`src/rtl/i2c_cfg_pkg.sv`:
```
package i2c_cfg_pkg;

    localparam int BYTE_W = 8;
    localparam int BIT_CNT_W = 4;
    localparam logic [BIT_CNT_W-1:0] BITS_DONE = 4'd8;
    localparam logic [BIT_CNT_W-1:0] LAST_TX_BIT = 4'd7;
    localparam int DUMMY_BYTES = 2;
    localparam logic [BYTE_W-1:0] PAD_BYTE = 8'hFF;

    typedef enum logic [2:0] {
        ST_IDLE,
        ST_ADDR,
        ST_AACK,
        ST_WBIT,
        ST_WACK,
        ST_RBIT,
        ST_RACK
    } state_e;

    typedef struct packed {
        logic              en;
        logic [BYTE_W-1:0] idx;
        logic [BYTE_W-1:0] data;
    } wr_req_t;

    // Byte sent for read position idx: count first, then registers, then padding.
    function automatic logic [BYTE_W-1:0] tx_pick(
        input logic [BYTE_W-1:0] idx,
        input logic [BYTE_W-1:0] count_val,
        input logic [BYTE_W-1:0] reg_val,
        input int                num_regs
    );
        if (idx == '0)
            return count_val;
        else if (int'(idx) <= num_regs)
            return reg_val;
        else
            return PAD_BYTE;
    endfunction

    function automatic logic [BYTE_W-1:0] sat_inc(input logic [BYTE_W-1:0] v);
        return (v == '1) ? v : v + 8'd1;
    endfunction

endpackage

```
`src/rtl/i2c_cfg_sync.sv`:
```
module i2c_cfg_sync (
    input  logic clk,
    input  logic rst,
    input  logic scl_i,
    input  logic sda_i,
    output logic scl_rise,
    output logic scl_fall,
    output logic sda_s,
    output logic start_det,
    output logic stop_det
);
    logic [1:0] scl_ff;
    logic [1:0] sda_ff;
    logic       scl_d;
    logic       sda_d;

    always_ff @(posedge clk) begin
        if (rst) begin
            scl_ff <= 2'b11;
            sda_ff <= 2'b11;
            scl_d  <= 1'b1;
            sda_d  <= 1'b1;
        end else begin
            scl_ff <= {scl_ff[0], scl_i};
            sda_ff <= {sda_ff[0], sda_i};
            scl_d  <= scl_ff[1];
            sda_d  <= sda_ff[1];
        end
    end

    assign sda_s     = sda_ff[1];
    assign scl_rise  = scl_ff[1] & ~scl_d;
    assign scl_fall  = ~scl_ff[1] & scl_d;
    assign start_det = scl_ff[1] & scl_d & sda_d & ~sda_ff[1];
    assign stop_det  = scl_ff[1] & scl_d & ~sda_d & sda_ff[1];

endmodule

```
`src/rtl/i2c_cfg_bank.sv`:
```
module i2c_cfg_bank #(
    parameter int                    NUM_REGS  = 4,
    parameter logic [NUM_REGS*8-1:0] RESET_VAL = 32'hFFFF_7F02,
    parameter int                    STRAP_REG = 1,
    parameter int                    STRAP_BIT = 7,
    localparam int                   AW        = (NUM_REGS > 1) ? $clog2(NUM_REGS) : 1
) (
    input  logic                  clk,
    input  logic                  rst,
    input  logic                  strap_i,
    input  i2c_cfg_pkg::wr_req_t  wr_req,
    input  logic [AW-1:0]         rd_addr,
    output logic [7:0]            rd_data,
    output logic [NUM_REGS*8-1:0] cfg_o
);
    logic [7:0] store [NUM_REGS];
    logic [7:0] view  [NUM_REGS];

    for (genvar g = 0; g < NUM_REGS; g++) begin : g_reg
        localparam logic [7:0] RO_MASK =
            (g == STRAP_REG) ? (8'h01 << STRAP_BIT) : 8'h00;

        always_ff @(posedge clk) begin
            if (rst)
                store[g] <= RESET_VAL[g*8 +: 8];
            else if (wr_req.en && (int'(wr_req.idx) == g))
                store[g] <= wr_req.data;
        end

        assign view[g] = (store[g] & ~RO_MASK) | ({8{~strap_i}} & RO_MASK);
        assign cfg_o[g*8 +: 8] = view[g];
    end

    assign rd_data = view[rd_addr];

endmodule

```
`src/rtl/i2c_cfg_engine.sv`:
```
module i2c_cfg_engine
    import i2c_cfg_pkg::*;
#(
    parameter int         NUM_REGS  = 4,
    parameter logic [6:0] DEV_ADDR  = 7'h69,
    parameter logic [7:0] COUNT_VAL = 8'h09,
    localparam int        AW        = (NUM_REGS > 1) ? $clog2(NUM_REGS) : 1
) (
    input  logic          clk,
    input  logic          rst,
    input  logic          scl_rise,
    input  logic          scl_fall,
    input  logic          sda_s,
    input  logic          start_det,
    input  logic          stop_det,
    input  logic [7:0]    rd_data,
    output logic [AW-1:0] rd_addr,
    output wr_req_t       wr_req,
    output logic          sda_oe_o,
    output state_e        state_o
);
    localparam logic [7:0] LAST_WR_IDX = 8'(DUMMY_BYTES + NUM_REGS - 1);
    localparam logic [7:0] FIRST_WR_IDX = 8'(DUMMY_BYTES);

    state_e                state;
    logic [BIT_CNT_W-1:0]  bit_cnt;
    logic [7:0]            rx_sh;
    logic [7:0]            tx_sh;
    logic [7:0]            xfer_idx;
    logic [7:0]            tx_next;
    logic [7:0]            reg_slot;

    assign reg_slot = xfer_idx - 8'd1;
    assign rd_addr  = reg_slot[AW-1:0];
    assign tx_next  = tx_pick(xfer_idx, COUNT_VAL, rd_data, NUM_REGS);
    assign state_o  = state;

    always_ff @(posedge clk) begin
        if (rst) begin
            state    <= ST_IDLE;
            bit_cnt  <= '0;
            rx_sh    <= '0;
            tx_sh    <= '0;
            xfer_idx <= '0;
            sda_oe_o <= 1'b0;
            wr_req   <= '0;
        end else begin
            wr_req.en <= 1'b0;
            if (start_det) begin
                state    <= ST_ADDR;
                bit_cnt  <= '0;
                sda_oe_o <= 1'b0;
            end else if (stop_det) begin
                state    <= ST_IDLE;
                sda_oe_o <= 1'b0;
            end else begin
                unique case (state)
                    ST_IDLE: ;
                    ST_ADDR, ST_WBIT: begin
                        if (scl_rise && bit_cnt != BITS_DONE) begin
                            rx_sh   <= {rx_sh[6:0], sda_s};
                            bit_cnt <= bit_cnt + 4'd1;
                        end else if (scl_fall && bit_cnt == BITS_DONE) begin
                            if (state == ST_ADDR) begin
                                xfer_idx <= '0;
                                if (rx_sh[7:1] == DEV_ADDR) begin
                                    sda_oe_o <= 1'b1;
                                    state    <= ST_AACK;
                                    tx_sh    <= {7'd0, rx_sh[0]};
                                end else begin
                                    state <= ST_IDLE;
                                end
                            end else begin
                                sda_oe_o <= 1'b1;
                                state    <= ST_WACK;
                                xfer_idx <= sat_inc(xfer_idx);
                                if (xfer_idx >= FIRST_WR_IDX && xfer_idx <= LAST_WR_IDX) begin
                                    wr_req.en   <= 1'b1;
                                    wr_req.idx  <= xfer_idx - FIRST_WR_IDX;
                                    wr_req.data <= rx_sh;
                                end
                            end
                        end
                    end
                    ST_AACK: begin
                        if (scl_fall) begin
                            bit_cnt <= '0;
                            if (tx_sh[0]) begin
                                tx_sh    <= tx_next;
                                sda_oe_o <= ~tx_next[7];
                                xfer_idx <= sat_inc(xfer_idx);
                                state    <= ST_RBIT;
                            end else begin
                                sda_oe_o <= 1'b0;
                                state    <= ST_WBIT;
                            end
                        end
                    end
                    ST_WACK: begin
                        if (scl_fall) begin
                            sda_oe_o <= 1'b0;
                            bit_cnt  <= '0;
                            state    <= ST_WBIT;
                        end
                    end
                    ST_RBIT: begin
                        if (scl_fall) begin
                            if (bit_cnt == LAST_TX_BIT) begin
                                sda_oe_o <= 1'b0;
                                state    <= ST_RACK;
                            end else begin
                                tx_sh    <= {tx_sh[6:0], 1'b0};
                                sda_oe_o <= ~tx_sh[6];
                                bit_cnt  <= bit_cnt + 4'd1;
                            end
                        end
                    end
                    ST_RACK: begin
                        if (scl_rise && sda_s) begin
                            state <= ST_IDLE;
                        end else if (scl_fall) begin
                            tx_sh    <= tx_next;
                            sda_oe_o <= ~tx_next[7];
                            xfer_idx <= sat_inc(xfer_idx);
                            bit_cnt  <= '0;
                            state    <= ST_RBIT;
                        end
                    end
                    default: state <= ST_IDLE;
                endcase
            end
        end
    end

endmodule

```
`src/rtl/i2c_cfg_target.sv`:
```
module i2c_cfg_target
    import i2c_cfg_pkg::*;
#(
    parameter int                    NUM_REGS  = 4,
    parameter logic [6:0]            DEV_ADDR  = 7'h69,
    parameter logic [7:0]            COUNT_VAL = 8'h09,
    parameter logic [NUM_REGS*8-1:0] RESET_VAL = 32'hFFFF_7F02,
    parameter int                    STRAP_REG = 1,
    parameter int                    STRAP_BIT = 7
) (
    input  logic                  clk,
    input  logic                  rst,
    input  logic                  scl_i,
    input  logic                  sda_i,
    output logic                  sda_oe_o,
    input  logic                  strap_i,
    output logic [NUM_REGS*8-1:0] cfg_o
);
    localparam int AW = (NUM_REGS > 1) ? $clog2(NUM_REGS) : 1;

    logic          scl_rise;
    logic          scl_fall;
    logic          sda_s;
    logic          start_det;
    logic          stop_det;
    logic [7:0]    rd_data;
    logic [AW-1:0] rd_addr;
    wr_req_t       wr_req;
    state_e        state;

    i2c_cfg_sync u_sync (
        .clk       (clk),
        .rst       (rst),
        .scl_i     (scl_i),
        .sda_i     (sda_i),
        .scl_rise  (scl_rise),
        .scl_fall  (scl_fall),
        .sda_s     (sda_s),
        .start_det (start_det),
        .stop_det  (stop_det)
    );

    i2c_cfg_engine #(
        .NUM_REGS  (NUM_REGS),
        .DEV_ADDR  (DEV_ADDR),
        .COUNT_VAL (COUNT_VAL)
    ) u_engine (
        .clk       (clk),
        .rst       (rst),
        .scl_rise  (scl_rise),
        .scl_fall  (scl_fall),
        .sda_s     (sda_s),
        .start_det (start_det),
        .stop_det  (stop_det),
        .rd_data   (rd_data),
        .rd_addr   (rd_addr),
        .wr_req    (wr_req),
        .sda_oe_o  (sda_oe_o),
        .state_o   (state)
    );

    i2c_cfg_bank #(
        .NUM_REGS  (NUM_REGS),
        .RESET_VAL (RESET_VAL),
        .STRAP_REG (STRAP_REG),
        .STRAP_BIT (STRAP_BIT)
    ) u_bank (
        .clk     (clk),
        .rst     (rst),
        .strap_i (strap_i),
        .wr_req  (wr_req),
        .rd_addr (rd_addr),
        .rd_data (rd_data),
        .cfg_o   (cfg_o)
    );

endmodule

```
`config.mk`:
```
export PLATFORM = sky130hd
export DESIGN_NAME = i2c_cfg_target
export DESIGN_NICKNAME = d
export VERILOG_FILES = /design/src/rtl/i2c_cfg_pkg.sv /design/src/rtl/i2c_cfg_sync.sv /design/src/rtl/i2c_cfg_bank.sv /design/src/rtl/i2c_cfg_engine.sv /design/src/rtl/i2c_cfg_target.sv
export SDC_FILE = /design/constraint.sdc
export NUM_CORES = 1
export LEC_CHECK = 0
export ABC_AREA = 1
export BUFFER_PORTS_ARGS = -buffer_cell sky130_fd_sc_hd__buf_2
export CAP_MARGIN = 20
export CORE_ASPECT_RATIO = 1.75
export CORE_MARGIN = 10
export CORE_UTILIZATION = 64
export CTS_CLUSTER_SIZE = 28
export DETAILED_ROUTE_END_ITERATION = 8
export PLACE_DENSITY = 0.94
export RECOVER_POWER = 100
export SETUP_SLACK_MARGIN = 0.4
export SLEW_MARGIN = 10
export SYNTH_ARGS = -nofsm -noshare
export SYNTH_HDL_FRONTEND = slang
export SYNTH_SLANG_ARGS = --single-unit
export TNS_END_PERCENT = 100
```
`constraint.sdc`:
```
create_clock -name clk -period 6.62 [get_ports clk]
set_input_delay 0 -clock clk [delete_from_list [all_inputs] [get_ports clk]]
set_output_delay 0 -clock clk [all_outputs]
set_load 0.05 [all_outputs]
```
---- After elaboration in Yosys (flattened, before gate mapping) ----
Memories as Yosys holds them, arrays and structs flattened.
Cells that the tools add are included.
word-level totals
  output and inout bits ................... 33
  logic and storage cells ................. 193
  register bits ........................... 54
  memories kept ........................... 1
  memory bits (writable) .................. 32
  bits of input ports ..................... 5
operators by class
  bitwise logic cells ..................... 27
  add/sub/neg operators ................... 4
  eq/ne operators ......................... 37
  reductions and logical operators ........ 29
  $lt $le $gt $ge ......................... 4
  multiplexer cells ....................... 76
memory list
  name          words  bits a word  read ports  clocked after memory_dff  wr ports  line                RTL
  u_bank.store  4      8            4           0                         4         i2c_cfg_bank.sv:16  logic [7:0] store [NUM_REGS];
operators by type and width
  cell                 number
  $mux 8               16
  $mux 7               10
  $mux 3               10
  $pmux 7 s4           1
  $mux 1               27
  $pmux 8 s3           1
  $mux 4               5
  $ne 2x1->1 const B   10
  $ne 4x3->1 const B   5
  $pmux 3 s6           1
  $reduce_and 9->1     2
  $mux 17              1
  $bmux 8 s2           1
  $eq 8x3->1 const B   2
  $le 8x3->1 const B   2
  $logic_not 8->1      2
  $pmux 4 s4           1
  $reduce_and 8->1     2
  $not 1->1            14
  $reduce_and 13->1    1
  $reduce_and 12->1    1
  $eq 3x3->1 const B   3
  $add 8x1->8 const B  1
  $eq 8x2->1 const B   1
  other kinds (33)     57

---- Longest topological paths before layout ----
  depth in word-level cells ............... 11
  depth in mapped cells ................... 13

---- Hierarchy ----
A second synthesis with hierarchy kept.
second synthesis, totals
  cell total of the unflattened synthesis .. 651
  area, all modules ....................... 4775.8 µm²
modules (own cells, without submodules)
  module          area an instance (µm²)  times used  cells each  seq. area each (µm²)
  i2c_cfg_engine  3054.2                  1           481         960.9
  i2c_cfg_bank    1524.0                  1           146         930.9
  i2c_cfg_sync    197.7                   1           24          120.1

---- Worst setup path after synthesis ----
OpenSTA, ideal clock, no wires.
  kind .................................... flip-flop to flip-flop
  start point ............................. reg u_engine.xfer_idx[0]
  end point ............................... reg u_engine.tx_sh[3]
  path slack .............................. 4.519 ns
  arrival ................................. 1.969 ns
  period minus slack after synthesis ...... 2.101 ns
  stages on the path, launching flop included .. 14
  data required time ...................... 6.488 ns
  cells stage by stage .................... dfxtp_1 -> buf_2 -> inv_1 -> clkbuf_1 -> ha_1 -> inv_1 -> clkbuf_1 -> nand3_1 -> nand2_1 -> nand3_1 -> nand2_1 -> nand2_1 -> nand3_1 -> a21oi_1
between the ends
  word-level cells in the longest chain between the ends .. 10
RTL lines
  what                                       line                                         RTL
  from (decl)                                i2c_cfg_engine.sv:29                         logic [7:0] xfer_idx;
  from (signal assigned)                     i2c_cfg_engine.sv:76                         xfer_idx <= sat_inc(xfer_idx);
  from (signal assigned)                     i2c_cfg_engine.sv:91                         xfer_idx <= sat_inc(xfer_idx);
  from (signal assigned)                     i2c_cfg_engine.sv:124                        xfer_idx <= sat_inc(xfer_idx);
  $sub 2x1->2                                i2c_cfg_engine.sv:33                         assign reg_slot = xfer_idx - 8'd1;
  $not 2->3 (not written as such)            i2c_cfg_bank.sv:34                           assign rd_data = view[rd_addr];
  $bmux 8 s2                                 i2c_cfg_bank.sv:34
  $mux 8 (not written as such) (2 in a row)  i2c_cfg_bank.sv:34
  $mux 8                                     i2c_cfg_pkg.sv:35                            else if (int'(idx) <= num_regs)
  $mux 8 (*)                                 i2c_cfg_pkg.sv:33                            if (idx == '0)
  $mux 7 (on tied branches)                  i2c_cfg_engine.sv:121, i2c_cfg_engine.sv:88
  $mux 7 (on tied branches)                  i2c_cfg_engine.sv:119, i2c_cfg_engine.sv:86
  $pmux 7 s4 (*)                             i2c_cfg_engine.sv:57                         unique case (state)
  to (signal assigned)                       i2c_cfg_engine.sv:69                         tx_sh <= {7'd0, rx_sh[0]};
  to (signal assigned)                       i2c_cfg_engine.sv:112                        tx_sh <= {tx_sh[6:0], 1'b0};
  to (signal assigned)                       i2c_cfg_engine.sv:122                        tx_sh <= tx_next;
  to (decl)                                  i2c_cfg_engine.sv:28                         logic [7:0] tx_sh;
Mark *: on every way between the ends. The rest lies on a longest branch, timed or not. The select of a mux whose other input is x is not followed.
A chain may end at the register's enable or synchronous reset.

---- Final worst setup path ----
  start point ............................. reg u_engine.xfer_idx[0]
  end point ............................... reg, netlist name u_engine.wr_req[10]
between the ends
  word-level cells in the longest chain between the ends .. 3
RTL lines
  what                                      line                  RTL
  $ge 8x2->1 or $le 8x3->1 (tied branches)  i2c_cfg_engine.sv:77  if (xfer_idx >= FIRST_WR_IDX && xfer_idx <= LAST_WR_IDX) begin
  $logic_and 1x1->1                         i2c_cfg_engine.sv:77
  $reduce_and 7->1 (no source line)         -
Several ways; a longest one is shown, not always the timed one.

==> impl_metrics.env <==
export IMPL_antenna_found_initial=0
export IMPL_num_fill_cells=521
export IMPL_port_buffers=37
export IMPL_dr_pass1_iters=5
export IMPL_viasPerCell=5.836
export IMPL_totalWireLength_um=12350
export IMPL_ys_types=32
export IMPL_synth_area_um2=4334
export IMPL_rows=39
export IMPL_syn_to_final_growth_pct=10.54
export IMPL_fp_dieH_um=128.9
export IMPL_cp_num_buf_inv=2
export IMPL_yosys_register_bits=85
export IMPL_worstPathArrival_ns=3.36
export IMPL_drv_slew=0
export IMPL_async_reset_ff_share_pct=0
export IMPL_leakage_uw=0.001987
export IMPL_dpl_hpwl_um=8769
export IMPL_clock_sinks=85
export IMPL_hp_class="in -> reg"
export IMPL_power_density_nw_per_um2=345.0
export IMPL_clkSlewWorstSetupHoldPaths_ns=0.06
export IMPL_top_level_ports=38
export IMPL_routed_via_count=4208
export IMPL_yosysWarnings=0
export IMPL_wl_per_cell_um=17.12
export IMPL_relSlewSlack_pct=16.90
export IMPL_synth_top_cell_area_share_pct=24.94
export IMPL_clock_path_buffers=2
export IMPL_grt_pass1_wl_um=19480
export IMPL_endpoint_kind="flip-flop"
export IMPL_core_area_um2=6539
export IMPL_die_area_um2=10590
export IMPL_cts_tree="done"
export IMPL_period_needed_ns=3.082
export IMPL_die_w_um=82.21
export IMPL_fin_area_um2=4791
export IMPL_cts_buffers=9
export IMPL_start_kind="flip-flop"
export IMPL_utilization_pct=73.27
export IMPL_initial_utilization_pct=66.28
export IMPL_netlist_instances=601
export IMPL_grt_max_degree=32
export IMPL_syn_num_nets=615
export IMPL_yosys_area_top_type="dfxtp_1"
export IMPL_antenna_left=0
export IMPL_r2r_slack_ns=3.54
export IMPL_drive_gt1_share_pct=5.477
export IMPL_clock_root_buffer="clkbuf_16"
export IMPL_ys_flop_type="dfxtp_1"
export IMPL_dpl_cell_area_um2=4546
export IMPL_slowest_stage="dfxtp_1"
export IMPL_fin_tns_setup_ns=0
export IMPL_synth_edf_count=31
export IMPL_synth_area_leaders="dfxtp_1 25%, edfxtp_1 21%, nand2_1 16%"
export IMPL_syn_avg_cell_area_um2=7.212
export IMPL_track_usage_pct=23.89
export IMPL_htree_levels=3
export IMPL_p_total_uw=1653
export IMPL_fin_skew_ns=0.007892
export IMPL_max_stage_delay_ns=0.75
export IMPL_worstPathMaxFanout=23
export IMPL_outcome="finished, final reports clean"
export IMPL_cts_resized=0
export IMPL_yosys_cell_count_top_type="nand2_1"
export IMPL_ys_seq_area_share_pct=46.42
export IMPL_layout_setup_ws_ns=3.538
export IMPL_grt_pass1_vias=4187
export IMPL_period_share_pct=46.55
export IMPL_rsz0062_at_grt="no"
export IMPL_cap_violations=0
export IMPL_nets=648
export IMPL_dp_slack_ns=3.753
export IMPL_diodes=0
export IMPL_critPathKind="reg -> reg"
export IMPL_place_congestion=0.9417
export IMPL_drtIter0Drc=432
export IMPL_drc=0
export IMPL_worstPathCellList="inv_1 -> ha_1 -> nor3_1 -> nor3_2 -> nand3_1 -> inv_1 -> nand2_1 -> nand2_1 -> a21oi_1"
export IMPL_setup_viol=0
export IMPL_finalHoldViolCount=0
export IMPL_insertion_delay_ns=0.35
export IMPL_crit_family="simple AND/OR/NAND/NOR gates"
export IMPL_grt_overflow=0
export IMPL_synthTopCellsByCount="188 x nand2_1, 67 x nor2_1, 64 x inv_1"
export IMPL_cp_required_ns=6.90
export IMPL_tightest_slew_ns=1.246
export IMPL_max_freq_mhz=324.5
export IMPL_ir_drop_mv=0.2117
[cell usage in the layout (no fill, tap or decap), types with 5 or more instances in the layout]
master	synthesis	layout
dfxtp_1	54	54
o21ai_0	21	23
nor2_1	67	67
ha_1	9	9
xor2_1	5	5
nand3_1	43	43
edfxtp_1	31	31
nand4_1	7	7
a21oi_1	52	52
clkbuf_1	7	35
nor3_1	6	6
nand2_1	188	188
or2_2	5	5
inv_1	64	65
clkbuf_16	0	9
[sequential cells by signal (all words and copies together) (netlist names)]
name,flops
u_engine.rx_sh,8
u_engine.state_o,3
u_sync.scl_d,1
u_sync.sda_ff,2
u_bank.store,31
u_engine.sda_oe_o,1
u_sync.scl_ff,2
u_engine.bit_cnt,4
u_engine.tx_sh,7
u_engine.wr_req,17
u_sync.sda_d,1
u_engine.xfer_idx,8
[layer usage]
| layer | GRT usage [%] | vias up | share of wire (%) |
|---|---|---|---|
| met5 | 0 | - | 0 |
| li1 | - | 1995 | - |
| met2 | 43.22 | 227 | 54 |
| met4 | 19.11 | 0 | 7.5 |
| met3 | 5.230 | 76 | 6.5 |
| met1 | 21.46 | 1910 | 32 |
[where the power goes]
part	internal, µW	switching [µW]
clock	254	212
combinational	169	401
sequential	569	48.0
total	992	660
[cell type report]
cell class | instances | area, µm² | area share [%]
clock buffers | 10 | 229.0 | 4.779
repair buffers | 39 | 162.7 | 3.395
inverters | 69 | 259.0 | 5.406
multi-input cells | 430 | 1987 | 41.47
clock inverters | 6 | 38.79 | 0.8096
well taps | 82 | 102.6 | 2.142
flip-flops and latches | 85 | 2012 | 42.00
[per-stage QoR]
stage,instances,hold WS (ns)
2_1_floorplan,601,0.1038
3_3_place_gp,703,0.1827
3_5_place_dp,703,0.1841
4_1_cts,721,0.08854
5_1_grt,721,0.3200
6_report,721,0.2111
[worst reg2reg max path, cell delays in order, from the launching register on]
cell and delay, ns:
dfxtp_1 0.75, inv_1 0.52, ha_1 0.35, nor3_1 0.28
nor3_2 0.07, nand3_1 0.40, inv_1 0.32, nand2_1 0.12
nand2_1 0.05, a21oi_1 0.14
[cell families (layout without fill, tap and decap cells)]
group,Yosys count,count (layout),synth area share (%)
and+or+nand+nor,329,329,31.64
buffers and inverters,86,124,7.737
AOI/OAI and AO/OA,85,85,10.19
DFF,85,85,46.42
adders and majority gates,9,9,2.598
xor gates and xnor gates,7,7,1.415
[final timing paths]
check,start,end,depth (start not counted)
worst max-delay path,u_engine.xfer_idx[0],u_engine.wr_req[10],9
worst min-delay path,strap_i,u_engine.sda_oe_o,7
worst max register to register,u_engine.xfer_idx[0],u_engine.wr_req[10],9
worst min register to register,u_sync.scl_ff[0],u_sync.scl_ff[1],1
[what timing repair did]
action | CTS | global route
buffers inserted | 0 | 0
hold buffers | 2 | 0
endpoints found under the hold margin | 2 | 0
No activity file was read; power rests on OpenSTA's default activity.
